`src/rtl/vl_hold_pkg.sv`:
```
// Shared types for the variable-latency hold controller.
// Assumes nothing beyond a synthesizable enum encoding.
package vl_hold_pkg;
    // Controller phases: waiting for work, extra hold cycle, capture cycle.
    typedef enum logic [1:0] {
        PH_IDLE = 2'd0,
        PH_HOLD = 2'd1,
        PH_CAP  = 2'd2
    } phase_t;
endpackage

```
`src/rtl/vl_zero_count.sv`:
```
// Counts the zero bits of an operand word.
// Assumes CW is wide enough to hold the value W.
module vl_zero_count #(
    parameter int W  = 8,
    parameter int CW = $clog2(W + 1)
) (
    input  logic [W-1:0]  word,
    output logic [CW-1:0] zeros
);
    // Adds one for each cleared bit.
    always_comb begin
        zeros = '0;
        for (int i = 0; i < W; i++) begin
            zeros = zeros + CW'(!word[i]);
        end
    end
endmodule

```
`src/rtl/vl_judge.sv`:
```
// Judging block: reports that one cycle is enough when the zero count
// reaches its threshold. Assumes THR fits in CW bits.
module vl_judge #(
    parameter int CW  = 4,
    parameter int THR = 4
) (
    input  logic [CW-1:0] zeros,
    output logic          one_cycle
);
    localparam logic [CW:0] THR_V = (CW+1)'(THR);

    // Compares the count, widened by one bit, with the threshold.
    always_comb one_cycle = ({1'b0, zeros} >= THR_V);
endmodule

```
`src/rtl/vl_shadow_cmp.sv`:
```
// Compares the main and shadow result samples bit by bit and flags any
// difference. Assumes both words are aligned to the same result bit.
module vl_shadow_cmp #(
    parameter int RW = 16
) (
    input  logic [RW-1:0] main_w,
    input  logic [RW-1:0] shad_w,
    output logic          mismatch
);
    logic [RW-1:0] diff;

    // One XOR per result bit.
    for (genvar b = 0; b < RW; b++) begin : g_bit
        assign diff[b] = main_w[b] ^ shad_w[b];
    end

    // Any differing bit is a timing error.
    assign mismatch = |diff;
endmodule

```
`src/rtl/vl_hold_ctrl.sv`:
```
// Adaptive hold controller for a variable-latency multiplier.
// Counts the zeros of the operand chosen by SEL_ROW and judges it against
// the normal or the aged threshold. It then drives a registered capture
// enable: one cycle for easy operands, two for hard ones. During each
// capture cycle it compares the main and shadow samples, and on a
// difference it restarts the operation with forced two-cycle latency.
// Assumes upstream keeps the operands steady while busy or retry is high.
module vl_hold_ctrl
    import vl_hold_pkg::*;
#(
    parameter int OPW      = 8,
    parameter bit SEL_ROW  = 1'b0,
    parameter int THR_NORM = OPW / 2,
    parameter int THR_AGED = OPW / 2 + 1
) (
    input  logic             clk,
    input  logic             rst_n,
    input  logic             op_valid,
    input  logic [OPW-1:0]   op_mcand,
    input  logic [OPW-1:0]   op_mplier,
    input  logic             aged,
    input  logic [2*OPW-1:0] res_main,
    input  logic [2*OPW-1:0] res_shadow,
    output logic             cap_en,
    output logic             err,
    output logic             retry,
    output logic             busy
);
    localparam int RW = 2 * OPW;
    localparam int CW = $clog2(OPW + 1);
    localparam int THR_TAB [2] = '{THR_NORM, THR_AGED};

    logic [OPW-1:0] opnd;
    logic [CW-1:0]  zeros;
    logic [1:0]     fast_vec;
    logic           fast;
    logic           mismatch;

    phase_t ph_q, ph_n;
    logic   cap_q, busy_q, err_q, retry_q;
    logic   err_n, retry_n;

    // Picks the operand whose zeros decide the latency.
    always_comb opnd = SEL_ROW ? op_mplier : op_mcand;

    vl_zero_count #(.W(OPW), .CW(CW)) u_cnt (
        .word  (opnd),
        .zeros (zeros)
    );

    // Judging blocks: index 0 normal, index 1 aged.
    for (genvar g = 0; g < 2; g++) begin : g_judge
        vl_judge #(.CW(CW), .THR(THR_TAB[g])) u_judge (
            .zeros     (zeros),
            .one_cycle (fast_vec[g])
        );
    end

    // The wear flag selects the judging block.
    always_comb fast = aged ? fast_vec[1] : fast_vec[0];

    vl_shadow_cmp #(.RW(RW)) u_cmp (
        .main_w   (res_main),
        .shad_w   (res_shadow),
        .mismatch (mismatch)
    );

    // Next phase, error and retry decisions.
    always_comb begin
        ph_n    = ph_q;
        err_n   = 1'b0;
        retry_n = retry_q;
        case (ph_q)
            PH_IDLE: begin
                retry_n = 1'b0;
                if (op_valid) begin
                    ph_n = fast ? PH_CAP : PH_HOLD;
                end
            end
            PH_HOLD: begin
                ph_n = PH_CAP;
            end
            PH_CAP: begin
                if (mismatch) begin
                    ph_n    = PH_HOLD;
                    err_n   = 1'b1;
                    retry_n = 1'b1;
                end else begin
                    ph_n    = PH_IDLE;
                    retry_n = 1'b0;
                end
            end
            default: begin
                ph_n    = PH_IDLE;
                retry_n = 1'b0;
            end
        endcase
    end

    // Registers phase and outputs; the capture enable is the hold flop.
    always_ff @(posedge clk) begin
        if (!rst_n) begin
            ph_q    <= PH_IDLE;
            cap_q   <= 1'b0;
            busy_q  <= 1'b0;
            err_q   <= 1'b0;
            retry_q <= 1'b0;
        end else begin
            ph_q    <= ph_n;
            cap_q   <= (ph_n == PH_CAP);
            busy_q  <= (ph_n != PH_IDLE);
            err_q   <= err_n;
            retry_q <= retry_n;
        end
    end

    assign cap_en = cap_q;
    assign busy   = busy_q;
    assign err    = err_q;
    assign retry  = retry_q;
endmodule

```
`config.mk`:
```
export PLATFORM = sky130hd
export DESIGN_NAME = vl_hold_ctrl
export DESIGN_NICKNAME = d
export VERILOG_FILES = /design/src/rtl/vl_hold_pkg.sv /design/src/rtl/vl_zero_count.sv /design/src/rtl/vl_judge.sv /design/src/rtl/vl_shadow_cmp.sv /design/src/rtl/vl_hold_ctrl.sv
export SDC_FILE = /design/constraint.sdc
export NUM_CORES = 1
export LEC_CHECK = 0
export ABC_AREA = 0
export BUFFER_PORTS_ARGS = -buffer_cell sky130_fd_sc_hd__buf_2
export CORE_ASPECT_RATIO = 0.9
export CORE_MARGIN = 8
export CORE_UTILIZATION = 36
export CTS_BUF_LIST = sky130_fd_sc_hd__clkbuf_2
export CTS_CLUSTER_DIAMETER = 40
export DETAILED_ROUTE_END_ITERATION = 7
export HOLD_SLACK_MARGIN = 0.1
export PLACE_DENSITY = 0.86
export SYNTH_ARGS = -nofsm -noshare
export SYNTH_HDL_FRONTEND = slang
export SYNTH_SLANG_ARGS = --single-unit
```
`constraint.sdc`:
```
create_clock -name clk -period 4.09 [get_ports clk]
set_clock_uncertainty 0.2 [all_clocks]
set_input_delay 0.409 -clock clk [delete_from_list [all_inputs] [get_ports clk]]
set_output_delay 0.409 -clock clk [all_outputs]
set_load 0.01 [all_outputs]
```
==> results of run 1 <==
## cell usage in the layout, fill, tap and decap left out, types with 2 or more instances in the layout
master | synthesis | final
dfxtp_1 | 6 | 6
nand2b_1 | 2 | 2
o22ai_1 | 3 | 3
clkbuf_2 | 0 | 3
nor2_1 | 4 | 4
inv_1 | 9 | 9
a21oi_1 | 2 | 2
fa_1 | 4 | 4
ha_1 | 3 | 3
nand4_1 | 3 | 3
buf_2 | 0 | 47
xnor2_1 | 17 | 17
## tightest hold or removal path, delay by kind of cell
family,cells,cell delay (ps)
AOI/OAI and AO/OA,1,70
buffers and inverters,1,90
and+or+nand+nor,1,70
## layer usage
| metal | track usage, % | share of wire (%) | wire length (µm) |
|---|---|---|---|
| met2 | 17.6 | 47 | 659 |
| met5 | 0 | 0 | 0 |
| met3 | 6.65 | 20 | 281 |
| met1 | 8.30 | 33 | 472 |
| met4 | 6.10 | 0 | 0 |
## flip-flops by register name, indices dropped and copies added (netlist names)
name,cells
cap_en,1
retry,1
ph_q,2
err,1
busy,1
## area by class of cell
cell class / instances / area share [%]
Timing Repair Buffer: 47 / 28.2
Clock buffer: 3 / 1.80
Inverter: 9 / 4.05
Multi-Input combinational cell: 44 / 49.3
Sequential cell: 6 / 14.4
Tap cell: 15 / 2.25
## power by group through the flow
stage                     registers (mW)  clock network [mW]  logic, mW
after floorplan                   0.0806                   0     0.0685
after detailed placement          0.0782                   0      0.113
after CTS                         0.0770              0.0412      0.113
after global placement            0.0774                   0      0.109
final                             0.0769              0.0395      0.111
after global routing              0.0789              0.0441      0.127
## cell families after synthesis
kind of cell / share of synthesized area [%]
compound gates: 10.8
xor+xnor: 26.3
fa+ha+maj: 20.8
buf+inv: 5.97
flops: 21.2
simple gates: 14.8
## how the worst max path moves through the flow
stage	cells after the start	from	endpoint
after global placement	11	op_mcand[0]	cap_en$_SDFF_PN0_
final	11	op_mcand[0]	ph_q[1]$_SDFF_PN0_
after floorplan	10	op_mcand[0]	cap_en$_SDFF_PN0_
after global routing	11	op_mcand[0]	cap_en$_SDFF_PN0_
after CTS	11	op_mcand[0]	cap_en$_SDFF_PN0_
after detailed placement	11	op_mcand[0]	cap_en$_SDFF_PN0_
## per-stage QoR
| step | util [%] | worst slack [ps] | cells |
|---|---|---|---|
| 2_1_floorplan | - | 651 | 59 |
| 3_3_place_gp | 56.0 | 469 | 121 |
| 3_5_place_dp | 56.0 | 399 | 121 |
| 4_1_cts | 57.0 | 647 | 124 |
| 5_1_grt | 57.0 | 508 | 124 |
| 6_report | 57.0 | 676 | 124 |
==> run_results.csv, run 1 <==
group,metric,value,unit
detailed_routing,remaining_drc_errors,0,
detailed_routing,dr_total_vias,580,
clock_network,hold_buffers,0,
worst_setup_path,path_common_cell,"fa_1",
power_and_ir_drop,pwr-share-comb,48.7,%
timing,fin_crit_sh,83.5,%
synthesis,synth_top_area_share,26.3,%
clock_network,cts_tree,"done",
run_status,outcome,"completed",
floorplanning,core,1460,µm²
placed_design,io_buffer_count,47,
layout,regArea,120,µm²
power_and_ir_drop,clkPwrFrac,17.4,%
clock_network,post_cts_resized,0,
global_routing,grt_max_degree,6,
worst_setup_path,r2r_setup_slack,2790,ps
timing,fmax,0.293,GHz
worst_hold_path,hold_end,"ph_q[1]$_SDFF_PN0_",
power_and_ir_drop,power.internal,0.150,mW
synthesis,synth-async-reset-ratio,0,%
synthesis,synth_fp_nets,118,
global_routing,grt_overflow,0,
floorplanning,start_util,38.6,%
timing,grt_setup_unrepaired,"no",
synthesis,synth_edf_count,0,
timing,slew_viol_final,0,
worst_hold_path,hp-start,"op_valid",
layout,nNetsFinal,170,
worst_setup_path,startpoint_type,"input pin",
power_and_ir_drop,total_power,0.227,mW
power_and_ir_drop,p_seq_share,33.9,%
timing,final_hold_viol_count,0,
timing,max_slew_margin,77.9,%
worst_setup_path,path_class,"input pin to flop",
placed_design,place_hpwl,1310,µm
floorplanning,die-width,57.8,µm
worst_setup_path,critPathBufInv,2,
layout,fillCellCount,130,
timing,hold_slack,268,ps
synthesis,synth.area.top_cells,"xnor2_1 26%, dfxtp_1 21%, fa_1 14%",
global_routing,track_usage,9.90,%
synthesis,synthDistinctLibCells,16,
global_routing,antenna_found_initial,0,
global_routing,grt_pass1_vias,600,
worst_setup_path,crit_required,3990,ps
timing,tightest_slew,330,ps
timing,setup_tns,0,ps
synthesis,synthTopCellsByCount,"17 x xnor2_1, 9 x inv_1, 6 x dfxtp_1",
worst_hold_path,hold_depth,3,
detailed_routing,wl,1410,µm
worst_setup_path,arrival,3310,ps
synthesis,synth-seq-cells,6,
detailed_routing,first_iter_violations,15,
clock_network,cts_sinks,6,
layout,area_growth,47.6,%
worst_setup_path,cp_cell_sequence,"buf_2 > inv_1 > ha_1 > fa_1 > fa_1 > fa_1 > fa_1 > nor3b_1 > o22ai_1 > a21oi_1 > nor2_1",
floorplanning,dieArea,3100,µm²
worst_setup_path,cpMaxStageDelayCell,"fa_1",
floorplanning,fp.dieH,53.6,µm
timing,final-setup-viol-count,0,
placed_design,gp_congestion,0.770,
global_routing,grt_pass1_wl,2390,µm
synthesis,yosysTopAreaCell,"xnor2_1",
layout,multi_input_area,412,µm²
clock_network,root_buffer,"clkbuf_2",
clock_network,htree_levels,1,
clock_network,post_cts_buffers,0,
worst_setup_path,max_stage_delay,530,ps
power_and_ir_drop,p_leak,0.424,nW
worst_setup_path,cpLargestDelayFamily,"adder cells",
worst_setup_path,crit_path_end_kind,"flop",
clock_network,clk_pin_slew,50,ps
clock_network,cts_buffer_depth,2,
worst_hold_path,min_path_type,"input pin to flop",
synthesis,synth.most_common_cell,"xnor2_1",
layout,design_area,835,µm²
timing,fin_crit,3410,ps
clock_network,clock_latency,210,ps
worst_setup_path,r2r.worst_path.cells,3,
detailed_routing,dr.pass1.iters,4,
detailed_routing,wl_per_cell,11.4,µm
synthesis,synth_area,566,µm²
synthesis,syn_inst,59,
worst_setup_path,path_max_fanout,2,
floorplanning,row_count,13,
power_and_ir_drop,ir_drop,0.0980,mV
run,cap_violations,0,
placed_design,place_area,820,µm²
power_and_ir_drop,p_switching,0.0765,mW
power_and_ir_drop,power_density,272,nW/µm²
synthesis,avgSynthCellArea,9.59,µm²
layout,diodes,0,
worst_setup_path,r2r_end,"ph_q[0]$_SDFF_PN0_",
layout,drive_gt1_share,47.7,%
detailed_routing,avgViaCountPerCell,4.68,
synthesis,synth_flop_cell,"dfxtp_1",
worst_setup_path,reg2reg_from,"ph_q[0]$_SDFF_PN0_",
clock_network,numCtsBuffers,3,
power_and_ir_drop,swShare,33.7,%
floorplanning,io_pins,56,
synthesis,ys.warnings.count,0,
detailed_routing,ant_nets,0,
synthesis,seq_area_frac_synth,21.2,%
No activity file was read; power rests on OpenSTA's default activity.
==> run 2: changes to the inputs <==
--- a/config.mk
+++ b/config.mk
@@ -9,12 +9,12 @@
 export BUFFER_PORTS_ARGS = -buffer_cell sky130_fd_sc_hd__buf_2
 export CORE_ASPECT_RATIO = 0.9
 export CORE_MARGIN = 8
-export CORE_UTILIZATION = 36
+export CORE_UTILIZATION = 33
 export CTS_BUF_LIST = sky130_fd_sc_hd__clkbuf_2
 export CTS_CLUSTER_DIAMETER = 40
 export DETAILED_ROUTE_END_ITERATION = 7
 export HOLD_SLACK_MARGIN = 0.1
-export PLACE_DENSITY = 0.86
+export PLACE_DENSITY = 0.83
 export SYNTH_ARGS = -nofsm -noshare
 export SYNTH_HDL_FRONTEND = slang
 export SYNTH_SLANG_ARGS = --single-unit
==> constraint.sdc (replaced) <==
create_clock -name clk -period 2.9 [get_ports clk]
set_clock_uncertainty 0.2 [all_clocks]
set_input_delay 0.29 -clock clk [delete_from_list [all_inputs] [get_ports clk]]
set_output_delay 0.29 -clock clk [all_outputs]
set_load 0.01 [all_outputs]
==> run 2 against run 1 <==
The flow now finishes with violations (setup timing). Clock power rose by 50%. Non-clock buffer count rose by 3. Worst setup slack got worse by 790 ps.
==> run_results.csv, run 2 (synthesis results as in run 1) <==
group,metric,value,unit
run_status,outcome,"finished, violations left",
run_status,violations,"setup timing",
worst_setup_path,max_stage_delay,540,ps
detailed_routing,first_iter_violations,7,
clock_network,cts_buffer_depth,2,
layout,layout_common_cells,"45 x buf_2, 17 x xnor2_1, 7 x inv_1, 6 x dfxtp_1, 4 x nor2_1",
timing,slew_viol_final,0,
clock_network,htree_levels,1,
floorplanning,row_count,14,
global_routing,grt_pass1_wl,2860,µm
timing,final-setup-viol-count,3,
worst_setup_path,path_class,"input pin to flop",
timing,setup_tns,-223,ps
worst_setup_path,crit_path_end_kind,"flop",
layout,regMostFlops,"ph_q",
placed_design,place_hpwl,1570,µm
worst_setup_path,cp_cell_sequence,"buf_8 > inv_12 > ha_4 > fa_1 > fa_1 > fa_2 > fa_2 > nor3b_2 > o22ai_2 > buf_4 > o22ai_2",
worst_setup_path,reg2reg_from,"ph_q[0]$_SDFF_PN0_",
detailed_routing,dr_total_vias,615,
clock_network,cts_sinks,6,
clock_network,clock_latency,230,ps
detailed_routing,dr.pass1.iters,2,
worst_hold_path,min_path_type,"input pin to flop",
layout,drive_gt1_share,57.1,%
global_routing,antenna_found_initial,0,
timing,max_slew_margin,74.9,%
clock_network,numCtsBuffers,3,
placed_design,gp_congestion,0.793,
clock_network,cts_tree,"done",
detailed_routing,avgViaCountPerCell,4.52,
placed_design,io_buffer_count,47,
global_routing,grt_busiest_layer,"met2",
global_routing,use_met3,4.85,%
worst_setup_path,path_max_fanout,2,
global_routing,track_usage,11.0,%
worst_setup_path,cpMaxStageDelayCell,"fa_2",
floorplanning,fp.dieH,55.3,µm
global_routing,grt_max_degree,6,
power_and_ir_drop,power_density,396,nW/µm²
worst_setup_path,critPathBufInv,3,
timing,fmax,0.332,GHz
floorplanning,dieArea,3300,µm²
global_routing,grt_pass1_vias,678,
floorplanning,start_util,34.3,%
timing,grt_setup_unrepaired,"yes",
power_and_ir_drop,p_leak,0.449,nW
global_routing,use_met1,10.1,%
detailed_routing,ant_nets,0,
detailed_routing,wl,1820,µm
worst_setup_path,crit_start,"op_mcand[1]",
layout,largest_reg_flops,2,
floorplanning,io_pins,56,
worst_setup_path,arrival,2920,ps
clock_network,root_buffer,"clkbuf_2",
timing,fin_ws,-115,ps
clock_network,clk_pin_slew,60,ps
global_routing,grt_overflow,0,
layout,area_growth,65.5,%
worst_setup_path,cpLargestDelayFamily,"adder cells",
timing,fin_crit_sh,104,%
worst_setup_path,crit_required,2810,ps
detailed_routing,wl_per_cell,13.4,µm
timing,tightest_slew,376,ps
run,cap_violations,0,
layout,fillCellCount,171,
detailed_routing,remaining_drc_errors,0,
layout,diodes,0,
floorplanning,core,1650,µm²
layout,layout_commonest_cell,"buf_2",
layout,postLayoutCoreUtil,56.8,%
floorplanning,die-width,59.6,µm
layout,design_area,936,µm²
worst_setup_path,startpoint_type,"input pin",
timing,fin_crit,3010,ps
global_routing,use_met2,19.0,%
worst_hold_path,hp-start,"op_valid",
layout,nNetsFinal,173,
placed_design,place_area,863,µm²
timing,final_hold_viol_count,0,
power_and_ir_drop,ir_drop,0.156,mV
## run 2: changes by cell type in the layout (fill, tap and decap cells not counted), sizes merged
cell / delta
buf: +3
## run 2: repair_timing
| item | 4_1_cts | 5_1_grt |
|---|---|---|
| hold buffers | 0 | 0 |
| endpoints found under the setup margin | 3 | 3 |
| pin swaps | 1 | 5 |
| gates cloned | 0 | 0 |
| resized for setup | 4 | 4 |
| setup buffers | 2 | 1 |
## run 2: tightest hold or removal path, delay by kind of cell
family | cells | cell delay (ps)
buf+inv | 1 | 100
simple gates | 1 | 70
compound gates | 1 | 60
## run 2: stage by stage
stage	total power, mW	hold slack (ps)	cells	setup slack, ps
global route	0.400	141	136	-170
CTS	0.354	134	135	-87.5
detailed placement	0.280	281	130	-405
global placement	0.271	273	130	-351
finish	0.370	129	136	-115
floorplan	0.218	237	59	-127
## run 2: worst paths after layout
kind	slack [ps]	depth (start not counted)	endpoint
worst min-delay path	130	3	ph_q[1]$_SDFF_PN0_
worst max-delay path	-110	11	ph_q[0]$_SDFF_PN0_
worst min register to register	290	2	retry$_SDFFE_PN0P_
worst max register to register	1500	3	ph_q[0]$_SDFF_PN0_
## run 2: final cells by class
cell class | count | area [µm²] | area share (%)
repair buffers | 50 | 274 | 29.3
well taps | 24 | 30.0 | 3.21
flip-flops and latches | 6 | 120 | 12.8
multi-input cells | 44 | 450 | 48.1
clock buffers | 3 | 15.0 | 1.60
inverters | 9 | 46.3 | 4.95
## run 2: metal layers
metal | wire length [µm] | part of all wire [%] | up-vias
met5 | 0 | 0 | -
met4 | 28 | 1.5 | 0
met3 | 255 | 14 | 4
met2 | 889 | 49 | 40
met1 | 648 | 36 | 268
li1 | - | - | 303
## run 2: report_power, final
part / total, mW / switching (mW) / internal [mW]
clock: 0.0594 / 0.0314 / 0.0280
sequential: 0.109 / 0.0106 / 0.0987
combinational: 0.202 / 0.0881 / 0.114
